## src/rtl/lat_mpath_pkg.sv

```systemverilog
`timescale 1ns/1ps
package lat_mpath_pkg;

    // Health of one candidate path
    typedef enum logic [1:0] {
        PATH_LIVE   = 2'd1,
        PATH_FAILED = 2'd2
    } path_state_e;

    function automatic int idx_width(input int n);
        return (n > 1) ? $clog2(n) : 1;
    endfunction

endpackage

```

## src/rtl/lat_mpath_track.sv

```systemverilog
`timescale 1ns/1ps
// Per-path latency entry with an age counter and health state machine.
module lat_mpath_track
    import lat_mpath_pkg::*;
#(
    parameter int LAT_W     = 16,
    parameter int AGE_LIMIT = 200
) (
    input  logic             clk,
    input  logic             rst,
    input  logic             upd,
    input  logic [LAT_W-1:0] upd_lat,
    output logic [LAT_W-1:0] lat,
    output logic             live
);
    localparam int AGE_W = $clog2(AGE_LIMIT + 1);

    path_state_e      st_q, st_d;
    logic [AGE_W-1:0] age_q, age_d;
    logic [LAT_W-1:0] lat_q;
    logic             expired;

    assign expired = (age_q == AGE_W'(AGE_LIMIT));

    // next-state: an acknowledgment always beats expiry
    always_comb begin
        st_d = st_q;
        unique case (st_q)
            PATH_LIVE:   if (!upd && expired) st_d = PATH_FAILED;
            PATH_FAILED: if (upd)             st_d = PATH_LIVE;
            default:                          st_d = PATH_LIVE;
        endcase
    end

    always_comb begin
        if (upd)          age_d = '0;
        else if (expired) age_d = age_q;
        else              age_d = age_q + 1'b1;
    end

    // state register
    always_ff @(posedge clk) begin
        if (rst) begin
            st_q  <= PATH_LIVE;
            age_q <= '0;
            lat_q <= '0;
        end else begin
            st_q  <= st_d;
            age_q <= age_d;
            if (upd) lat_q <= upd_lat;
        end
    end

    // outputs
    always_comb begin
        live = (st_q == PATH_LIVE);
        lat  = lat_q;
    end

endmodule

```

## src/rtl/lat_mpath_hash.sv

```systemverilog
`timescale 1ns/1ps
// XOR fold of {sport, dport} into a path index.
module lat_mpath_hash
    import lat_mpath_pkg::*;
#(
    parameter int N_PATH = 2
) (
    input  logic [15:0]                    sport,
    input  logic [15:0]                    dport,
    output logic [idx_width(N_PATH)-1:0]   idx
);
    localparam int PATH_W = idx_width(N_PATH);
    localparam int KEY_W  = 32;
    localparam int CHUNKS = (KEY_W + PATH_W - 1) / PATH_W;
    localparam int PAD_W  = CHUNKS * PATH_W;

    logic [PAD_W-1:0]  key;
    logic [PATH_W-1:0] fold;
    logic [PATH_W:0]   wide;

    always_comb begin
        key = '0;
        key[KEY_W-1:0] = {sport, dport};
        fold = '0;
        for (int c = 0; c < CHUNKS; c++) begin
            fold = fold ^ key[c*PATH_W +: PATH_W];
        end
        wide = {1'b0, fold} % (PATH_W+1)'(N_PATH);
        idx  = wide[PATH_W-1:0];
    end

endmodule

```

## src/rtl/lat_mpath_pick.sv

```systemverilog
`timescale 1ns/1ps
// Lowest-latency live path of one destination row; ties go to lowest index.
module lat_mpath_pick
    import lat_mpath_pkg::*;
#(
    parameter int N_PATH = 2,
    parameter int LAT_W  = 16
) (
    input  logic [N_PATH*LAT_W-1:0]        lat_row,
    input  logic [N_PATH-1:0]              live_row,
    output logic [idx_width(N_PATH)-1:0]   best,
    output logic                           any_live
);
    localparam int PATH_W = idx_width(N_PATH);

    logic [LAT_W-1:0] best_lat;

    always_comb begin
        best     = '0;
        best_lat = '1;
        any_live = 1'b0;
        for (int p = 0; p < N_PATH; p++) begin
            if (live_row[p] && (!any_live || (lat_row[p*LAT_W +: LAT_W] < best_lat))) begin
                best     = PATH_W'(p);
                best_lat = lat_row[p*LAT_W +: LAT_W];
                any_live = 1'b1;
            end
        end
    end

endmodule

```

## src/rtl/lat_mpath_lfsr.sv

```systemverilog
`timescale 1ns/1ps
// Free-running Galois LFSR; exposes a DRAW_W-bit random draw.
module lat_mpath_lfsr #(
    parameter int           W      = 16,
    parameter int           DRAW_W = 8,
    parameter logic [W-1:0] TAPS   = 16'hB400,
    parameter logic [W-1:0] SEED   = 16'hACE1
) (
    input  logic              clk,
    input  logic              rst,
    output logic [DRAW_W-1:0] draw
);
    logic [W-1:0] st_q;

    always_ff @(posedge clk) begin
        if (rst) st_q <= SEED;
        else     st_q <= {1'b0, st_q[W-1:1]} ^ (st_q[0] ? TAPS : '0);
    end

    assign draw = st_q[DRAW_W-1:0];

endmodule

```

## src/rtl/lat_mpath_sel.sv

```systemverilog
`timescale 1ns/1ps
module lat_mpath_sel
    import lat_mpath_pkg::*;
#(
    parameter int N_DEST    = 4,
    parameter int N_PATH    = 2,
    parameter int TS_W      = 16,
    parameter int PROB_W    = 8,
    parameter int AGE_LIMIT = 200,
    parameter int LFSR_W    = 16,
    parameter logic [LFSR_W-1:0] LFSR_TAPS = 16'hB400,
    parameter logic [LFSR_W-1:0] LFSR_SEED = 16'hACE1,
    localparam int DEST_W   = idx_width(N_DEST),
    localparam int PATH_W   = idx_width(N_PATH),
    localparam int N_SLOT   = N_DEST * N_PATH,
    localparam int PORT_W   = idx_width(N_SLOT)
) (
    input  logic              clk,
    input  logic              rst,
    input  logic [PROB_W:0]   pref_level,
    input  logic              req_valid,
    input  logic [DEST_W-1:0] req_dest,
    input  logic [15:0]       req_sport,
    input  logic [15:0]       req_dport,
    input  logic              req_stamp,
    input  logic              ack_valid,
    input  logic [DEST_W-1:0] ack_dest,
    input  logic [PATH_W-1:0] ack_path,
    input  logic [TS_W-1:0]   ack_delay,
    output logic              sel_valid,
    output logic [PORT_W-1:0] sel_port,
    output logic [PATH_W-1:0] sel_path,
    output logic              sel_stamped,
    output logic [TS_W-1:0]   sel_ts
);
    logic [N_SLOT*TS_W-1:0]   lat_flat;
    logic [N_SLOT-1:0]        live_vec;
    logic [N_PATH*TS_W-1:0]   lat_row;
    logic [N_PATH-1:0]        live_row;
    logic [PATH_W-1:0]        hash_idx;
    logic [PATH_W-1:0]        best_idx;
    logic                     any_live;
    logic [PROB_W-1:0]        draw;
    logic                     take_best;
    logic [PATH_W-1:0]        pick;
    logic [PORT_W-1:0]        pick_port;
    logic [TS_W-1:0]          ts_q;

    // one tracker per destination/path slot
    for (genvar s = 0; s < N_SLOT; s++) begin : g_slot
        logic hit;
        assign hit = ack_valid
                   && (ack_dest == DEST_W'(s / N_PATH))
                   && (ack_path == PATH_W'(s % N_PATH));
        lat_mpath_track #(
            .LAT_W     (TS_W),
            .AGE_LIMIT (AGE_LIMIT)
        ) u_track (
            .clk     (clk),
            .rst     (rst),
            .upd     (hit),
            .upd_lat (ack_delay),
            .lat     (lat_flat[s*TS_W +: TS_W]),
            .live    (live_vec[s])
        );
    end

    assign lat_row  = lat_flat[int'(req_dest)*N_PATH*TS_W +: N_PATH*TS_W];
    assign live_row = live_vec[int'(req_dest)*N_PATH +: N_PATH];

    lat_mpath_hash #(.N_PATH(N_PATH)) u_hash (
        .sport (req_sport),
        .dport (req_dport),
        .idx   (hash_idx)
    );

    lat_mpath_pick #(.N_PATH(N_PATH), .LAT_W(TS_W)) u_pick (
        .lat_row  (lat_row),
        .live_row (live_row),
        .best     (best_idx),
        .any_live (any_live)
    );

    lat_mpath_lfsr #(
        .W      (LFSR_W),
        .DRAW_W (PROB_W),
        .TAPS   (LFSR_TAPS),
        .SEED   (LFSR_SEED)
    ) u_lfsr (
        .clk  (clk),
        .rst  (rst),
        .draw (draw)
    );

    // path decision
    always_comb begin
        take_best = ({1'b0, draw} < pref_level);
        if (!any_live)                         pick = hash_idx;
        else if (take_best || !live_row[hash_idx]) pick = best_idx;
        else                                   pick = hash_idx;
        pick_port = PORT_W'(int'(req_dest) * N_PATH + int'(pick));
    end

    // departure time base
    always_ff @(posedge clk) begin
        if (rst) ts_q <= '0;
        else     ts_q <= ts_q + 1'b1;
    end

    // registered result
    always_ff @(posedge clk) begin
        if (rst) begin
            sel_valid   <= 1'b0;
            sel_port    <= '0;
            sel_path    <= '0;
            sel_stamped <= 1'b0;
            sel_ts      <= '0;
        end else begin
            sel_valid <= req_valid;
            if (req_valid) begin
                sel_port    <= pick_port;
                sel_path    <= pick;
                sel_stamped <= req_stamp;
                sel_ts      <= req_stamp ? ts_q : '0;
            end
        end
    end

endmodule

```

## config.mk

```make
export PLATFORM = sky130hd
export DESIGN_NAME = lat_mpath_sel
export DESIGN_NICKNAME = d
export VERILOG_FILES = /design/src/rtl/lat_mpath_pkg.sv /design/src/rtl/lat_mpath_track.sv /design/src/rtl/lat_mpath_hash.sv /design/src/rtl/lat_mpath_pick.sv /design/src/rtl/lat_mpath_lfsr.sv /design/src/rtl/lat_mpath_sel.sv
export SDC_FILE = /design/constraint.sdc
export NUM_CORES = 1
export LEC_CHECK = 0
export BUFFER_PORTS_ARGS = -buffer_cell sky130_fd_sc_hd__buf_2
export CORE_UTILIZATION = 50
export DETAILED_ROUTE_END_ITERATION = 7
export PLACE_DENSITY = 0.68
export SYNTH_ARGS = -nofsm -noshare
export SYNTH_HDL_FRONTEND = slang
export SYNTH_HIERARCHICAL = 1
export SYNTH_SLANG_ARGS = --single-unit
export TNS_END_PERCENT = 5
```

## constraint.sdc

```tcl
create_clock -name clk -period 7.8 [get_ports clk]
set_clock_uncertainty 0.15 [all_clocks]
set_input_delay 0.39 -clock clk [delete_from_list [all_inputs] [get_ports clk]]
set_output_delay 0.39 -clock clk [all_outputs]
set_load 0.1 [all_outputs]
```

# Yosys cells after proc, flatten, opt, wreduce, memory -nomap -nowiden
# Index checks and enable logic that the tools add are counted.
# Widths: inputs -> output; s select.
[totals]
output_inout_bits = 22
regBits = 262
inputBits = 67
wordCells = 206
[classes]
bitwise = 33
n_addsub = 10
muxes = 34
n_eq_ne = 43
reduce_logical = 50
shifts = 2
magnitude_cmp = 3
[ops]
columns = ["op", "n"]
rows = [
  ["$shiftx 128x8->32", 1],
  ["$add 8x1->8 const B", 8],
  ["$eq 8x8->1 const B", 8],
  ["$mux 16", 3],
  ["$mux 2", 16],
  ["$pmux 2 s2", 8],
  ["$xor 1x1->1", 31],
  ["$logic_and 1x1->1", 21],
  ["$eq 2x2->1 const B", 10],
  ["$eq 2x1->1 const B", 9],
  ["$add 16x1->16 const B", 1],
  ["$lt 16x16->1", 1],
  ["$ne 2x1->1 const B", 8],
  ["$ne 2x2->1 const B", 8],
  ["$reduce_and 2->1", 8],
  ["$reduce_or 2->1", 8],
  ["$xor 15x16->16", 1],
  ["$logic_not 1->1", 10],
  ["$lt 8x9->1", 1],
  ["$shiftx 8x4->2", 1],
  ["$mux 1", 7],
  ["$add 3x1->3", 1],
  ["$logic_not 2->1", 1],
  ["$logic_or 1x1->1", 2],
  ["other kinds (2)", 2],
]

# Depth between registers and ports, before layout
[depth]
ltp_word = 38
depth_mapped = 13
depth_no_buf = 12

# By module
# Netlist, hierarchy kept.
[modules_own_cells]
columns = ["mod", "n_inst", "cells_each", "area_each_um2", "seq_area_each_um2"]
rows = [
  ["lat_mpath_track", 8, 103, 1047.3, 520.5],
  ["lat_mpath_sel", 1, 232, 2466.1, 740.7],
  ["lat_mpath_lfsr", 1, 44, 523.0, 320.3],
  ["lat_mpath_pick", 1, 54, 427.9, 0.0],
  ["lat_mpath_hash", 1, 31, 271.5, 0.0],
]

# Worst setup path before layout
# Ideal clock, no wire load.
[synth_path]
kind = "in2reg"
startpoint = "input port req_dest[0]"
endpoint = "register sel_port[0]"
arrival_time_ns = 2.751
setup_ns = 0.064
slack_ns = 4.836
cell_stages = 13
path_buffers = 2
path_cell_list = "buf_2 > buf_2 > mux4_2 > nor2b_1 > ha_1 > a21o_1 > a211oi_1 > nand2_1 > o21ai_0 > a31o_1 > and2_1 > o2111ai_1 > nand3_1"
[synth_between]
elab_chain_len = 9
word_cells_on_any_way = 17
classes_between = "add/sub: 1; order compare: 1; shift: 2; mux: 8; reduce/logical: 5"
[synth_lines]
columns = ["item", "line_no", "source"]
rows = [
  ["start: declaration", "lat_mpath_sel.sv:22", "input logic [DEST_W-1:0] req_dest,"],
  ["$shiftx 128x8->32", "lat_mpath_sel.sv:68", "assign lat_row = lat_flat[int'(req_dest)*N_PATH*TS_W +: N_PATH*TS_W];"],
  ["via lat_row[14]", "lat_mpath_sel.sv:38", "logic [N_PATH*TS_W-1:0] lat_row;"],
  ["$mux 16", "lat_mpath_pick.sv:23", "if (live_row[p] && (!any_live || (lat_row[p*LAT_W +: LAT_W] < best_lat))) begin"],
  ["$lt 16x16->1", "lat_mpath_pick.sv:23", ""],
  ["$logic_or 1x1->1", "lat_mpath_pick.sv:23", ""],
  ["$logic_and 1x1->1", "lat_mpath_pick.sv:23", ""],
  ["$mux 1", "lat_mpath_pick.sv:23", ""],
  ["via best_idx", "lat_mpath_sel.sv:41", "logic [PATH_W-1:0] best_idx;"],
  ["$mux 1", "lat_mpath_sel.sv:99", "else if (take_best || !live_row[hash_idx]) pick = best_idx;"],
  ["$mux 1", "lat_mpath_sel.sv:98", "if (!any_live) pick = hash_idx;"],
  ["$add 3x1->3", "lat_mpath_sel.sv:101", "pick_port = PORT_W'(int'(req_dest) * N_PATH + int'(pick));"],
  ["end signal: assignment", "lat_mpath_sel.sv:121", "sel_port <= pick_port;"],
  ["end: declaration", "lat_mpath_sel.sv:31", "output logic [PORT_W-1:0] sel_port,"],
]
# The timed path passes the listed nets, and every way through them passes these cells. The select of a mux whose other input is x is not followed.
# A chain may end at the register's enable or synchronous reset.

# Final worst setup path
[layout_path]
startpoint = "input port req_dest[0]"
endpoint = "register sel_port[0]"
[layout_between]
elab_chain_len = 9
word_cells_on_any_way = 17
classes_between = "add/sub: 1; order compare: 1; shift: 2; mux: 8; reduce/logical: 5"
[layout_lines]
columns = ["item", "line_no", "source"]
rows = [
  ["$shiftx 8x4->2 (*)", "lat_mpath_sel.sv:69", "assign live_row = live_vec[int'(req_dest)*N_PATH +: N_PATH];"],
  ["via live_row[0]", "lat_mpath_sel.sv:39", "logic [N_PATH-1:0] live_row;"],
  ["$mux 16 or $mux 1 (tied branches)", "lat_mpath_pick.sv:23", ""],
  ["$lt 16x16->1 or $logic_not 1->1 (tied branches)", "lat_mpath_pick.sv:23", ""],
  ["$logic_or 1x1->1 (*)", "lat_mpath_pick.sv:23", ""],
  ["$logic_and 1x1->1 (*)", "lat_mpath_pick.sv:23", ""],
  ["$mux 1 (*)", "lat_mpath_pick.sv:23", ""],
  ["via best_idx", "lat_mpath_sel.sv:41", ""],
  ["$mux 1 (*)", "lat_mpath_sel.sv:99", ""],
  ["$mux 1 (*)", "lat_mpath_sel.sv:98", ""],
  ["$add 3x1->3 (*)", "lat_mpath_sel.sv:101", ""],
]
# The timed path passes the listed nets; every way through them passes the cells marked *. The select of a mux whose other input is x is not followed.

==> summary.md <==
| Metric | Value |
|---|---|
| Die outline height | 157 um |
| Vias after detailed routing | ~8600 |
| Peak supply drop | between 0.15 and 0.2 mV |
| Library cell with the largest summed area after synthesis | sky130_fd_sc_hd__dfxtp_1 |
| Count of endpoints failing setup in the final report | 0 |
| Final estimated routing congestion in global placement | around 0.77 |
| Max-slew headroom | between 30% and 40% |
| Data arrival at the endpoint of the critical path | 3.52 ns |
| Final-report max-slew violation count | 0 |
| TritonCTS Buffers | 28 |
| Clock tree from TritonCTS | yes |
| Max-cap viol count | 0 |
| Final period utilization | 41.7% |
| Total routing resource utilization after global routing | 19.5% |
| Top flip-flop cell by instance count after synthesis | sky130_fd_sc_hd__dfxtp_1 |
| Maximum fanout count along the critical path | 36 |
| Final Net Count | 1351 |
| CP max stage delay | 0.79 ns |
| Commonest non-fill, non-tap cell in the layout | sky130_fd_sc_hd__dfxtp_1 |
| Final core utilization | ~58% |
| Core Footprint | about 24000 sq um |
| Input/output buffers | 88 |
| Area Growth Syn to Fin | 12.3% |
| Number of enable flip-flop cells after synthesis | 0 |
| Post-route minimum period | 3.26 ns |
| Met3 track utilization from global routing | 3.58% |
| Total die area | 24800 sq um |
| DRT Wirelength | 23800 um |
| Gr ovfl total | 0 |
| Launching element type of the critical path | input port |
| Remaining design rule violation count | 0 |
| Fraction of registers with async set/reset | 0% |
| End of the worst register-to-register path | sel_port[0] |
| First-iteration detailed-routing DRC count | 650 |
| I/O pin total | 89 |
| Slack of the worst reg-to-reg path | 4.70 ns |
| Number of H-tree levels | 1 |
| Most frequent cells in the layout | sky130_fd_sc_hd__dfxtp_1 (261), sky130_fd_sc_hd__nor2_1 (186), sky130_fd_sc_hd__mux2i_1 (133) |
| Kind of cell adding the most delay to the critical path | multiplexers |
| Worst hold start | ack_delay[8] |
| Number of cells on the worst reg-to-reg path | 11 |
| Combined buffer and inverter count along the critical path | 2 |
| Power Density | 228 nW/um^2 |
| Clock sink total | approximately 260 |
| Number of cells upsized or downsized after cts | 0 |
| Clock input transition at the sequential cells of the worst setup and hold paths | 0.06 ns |
| Cell mode on critical path | sky130_fd_sc_hd__o2111ai_1 |
| Met1 usage | 26.5% |
| Nature of the critical path endpoint | register |
| Data required time at the worst endpoint | 8.07 ns |
| CP Cell Sequence | buf_2 -> buf_4 -> mux4_2 -> nor2b_1 -> ha_1 -> o2111ai_1 -> a31oi_1 -> o2111ai_1 -> a31o_1 -> and2_1 -> mux2i_1 -> nand3_1 |
| Number of synthesized register bits | 261 |
| Leakage power figure | about 4.9 nW |
| Top post-synthesis cells by area | sky130_fd_sc_hd__dfxtp_1 (43%), sky130_fd_sc_hd__mux2i_1 (11%), sky130_fd_sc_hd__mux4_2 (6.2%) |
| Synthesized area | 12100 sq um |
| Drt via density | 5.40 |
| Hold path depth | 3 |
| Per-instance average area after synthesis | 10.2 sq um |
| Pin count of the biggest net entering global routing | 108 |
| Proportion of layout cells with a drive suffix above 1 | 17.5% |
| Max Freq | 307 MHz |
| Final routed wire length divided by cell count | 15.0 um |
| Number of antenna violations at the first check in global routing | 3 |
| RSZ-0062 raised after global routing | no |
| Layer with the highest usage after global routing | met2 |
| Critical path type | in2reg |
| Sum of net half-perimeters after detailed placement | 15100 um |
| Hold path endpoint | g_slot[0].u_track/lat[8] |
| Worst R2R Start | g_slot[6].u_track/st_q[0] |
| Detailed Routing Iterations Pass 1 | 5 |
| Endpoints failing hold | 0 |
| Chip width | 157 um |
| Effective utilization at floorplan | between 50% and 60% |
| Sequential share of the synthesized area | 43.3% |
| Via count of the first global-routing pass | 8080 |
| Proportion of netlist area held by the largest area contributor | 43.3% |
| Run status | finished clean |
| Slowest stage cell on the critical path | sky130_fd_sc_hd__mux4_2 |
| Count of warnings emitted by yosys | 6 |
| Actual transition at the worst max-transition pin | between 0.9 and 1 ns |
| Buffer type at the clock tree root | sky130_fd_sc_hd__clkbuf_16 |
| Post-CTS Hold Buffers | 0 |
| Clock latency on the worst-skew pair | 0.53 ns |
| Net count of the mapped netlist | 1291 |
| Setup TNS | 0 ns |
| Cell Rows | 56 |
| Synthesized netlist cell count | 1185 |
| Wire length of the first global-routing pass | 39600 um |
| Global-route met2 utilization | 32.2% |
| Final ANT Viol Nets | 0 |
| Max clock buf depth | 3 |
| Worst min-delay path category | in2reg |
| Count of unique library cells instantiated by Yosys | 51 |
| Number of buffers inserted to repair setup after CTS | 0 |
## layout make-up
type | instances | area [sq um]
fillers | 2055 | 9990
multi-input cells | 820 | 6290
flip-flops and latches | 261 | 5230
clock buffers | 40 | 807
repair buffers | 98 | 522
well taps | 319 | 399
clock inverters | 12 | 171
inverters | 36 | 135
diodes | 1 | 2.50
## power by group
group	internal [mW]	leakage [nW]	switching, mW
clock	0.852	0.471	0.529
combinational	0.122	2.35	0.189
sequential	1.37	2.12	0.0301
total	2.34	4.94	0.749
## layer usage
layer	up-vias	wire (um)
met5	-	23
met3	35	1040
met4	4	388
met1	4101	11400
li1	4292	-
met2	130	11000
## worst register-to-register path: stages (launching register included)
cell                        delay [ns]
sky130_fd_sc_hd__dfxtp_1          0.31
sky130_fd_sc_hd__nor2b_1          0.16
sky130_fd_sc_hd__mux4_2           0.67
sky130_fd_sc_hd__nor2b_1          0.22
sky130_fd_sc_hd__ha_1             0.32
sky130_fd_sc_hd__o2111ai_1        0.12
sky130_fd_sc_hd__a31oi_1          0.25
sky130_fd_sc_hd__o2111ai_1        0.17
sky130_fd_sc_hd__a31o_1           0.24
sky130_fd_sc_hd__and2_1           0.15
sky130_fd_sc_hd__mux2i_1          0.13
sky130_fd_sc_hd__nand3_1          0.08
## stage by stage
stage	power, mW	std cells	instance area [sq um]	worst slack, ns	hold slack, ns
3_5_place_dp	1.74	1534	12600	3.99	0.249
3_3_place_gp	1.74	1534	12600	4.05	0.241
5_1_grt	3.22	1586	13500	4.32	0.0631
2_1_floorplan	1.67	1185	12100	4.84	0.233
6_report	3.09	1587	13500	4.54	0.0672
4_1_cts	3.13	1586	13500	4.54	0.0478
## synth_stat cells, types with 9 or more instances
master	n
sky130_fd_sc_hd__dfxtp_1	261
sky130_fd_sc_hd__nor2_1	192
sky130_fd_sc_hd__mux2i_1	133
sky130_fd_sc_hd__xnor2_1	41
sky130_fd_sc_hd__ha_1	39
sky130_fd_sc_hd__nand3_1	38
sky130_fd_sc_hd__inv_1	35
sky130_fd_sc_hd__o21ai_0	35
sky130_fd_sc_hd__mux4_2	33
sky130_fd_sc_hd__xor2_1	29
sky130_fd_sc_hd__nor2b_1	27
sky130_fd_sc_hd__nor3_1	26
sky130_fd_sc_hd__or3_1	26
sky130_fd_sc_hd__a21oi_1	23
sky130_fd_sc_hd__buf_2	22
sky130_fd_sc_hd__clkbuf_1	20
sky130_fd_sc_hd__nand2_1	19
sky130_fd_sc_hd__buf_6	17
sky130_fd_sc_hd__a22oi_1	16
sky130_fd_sc_hd__or2_1	14
sky130_fd_sc_hd__nand4_1	13
sky130_fd_sc_hd__o211ai_1	10
sky130_fd_sc_hd__a31oi_1	9
sky130_fd_sc_hd__buf_4	9
## worst max-delay path by stage
stage / start / endpoint / slack (ns) / depth (start not counted)
3_5_place_dp: req_dest[0] / sel_port[0] / 3.99 / 12
3_3_place_gp: req_dest[0] / sel_port[0] / 4.05 / 12
6_report: req_dest[0] / sel_port[0] / 4.54 / 12
4_1_cts: req_dest[0] / sel_port[0] / 4.54 / 12
5_1_grt: req_dest[0] / sel_port[0] / 4.32 / 12
2_1_floorplan: req_dest[0] / sel_port[0] / 4.84 / 13
## flip-flops by register name (all words and copies together), names as in the netlist
signal	flops
g_slot.u_track/lat	128
g_slot.u_track/age_q	64
g_slot.u_track/st_q	16
sel_ts	16
ts_q	16
u_lfsr/st_q	16
sel_port	3
sel_stamped	1
sel_valid	1
## kinds of logic after synthesis
kind of cell	synth area share, %
AO/OA/AOI/OAI	7.99
XOR/XNOR	5.08
adder cells (fa/ha/maj)	4.04
buffers and inverters	4.80
flip-flops	43.3
multiplexers	17.3
AND/OR/NAND/NOR	17.5
Note: power is estimated with default switching activity, not from simulation.
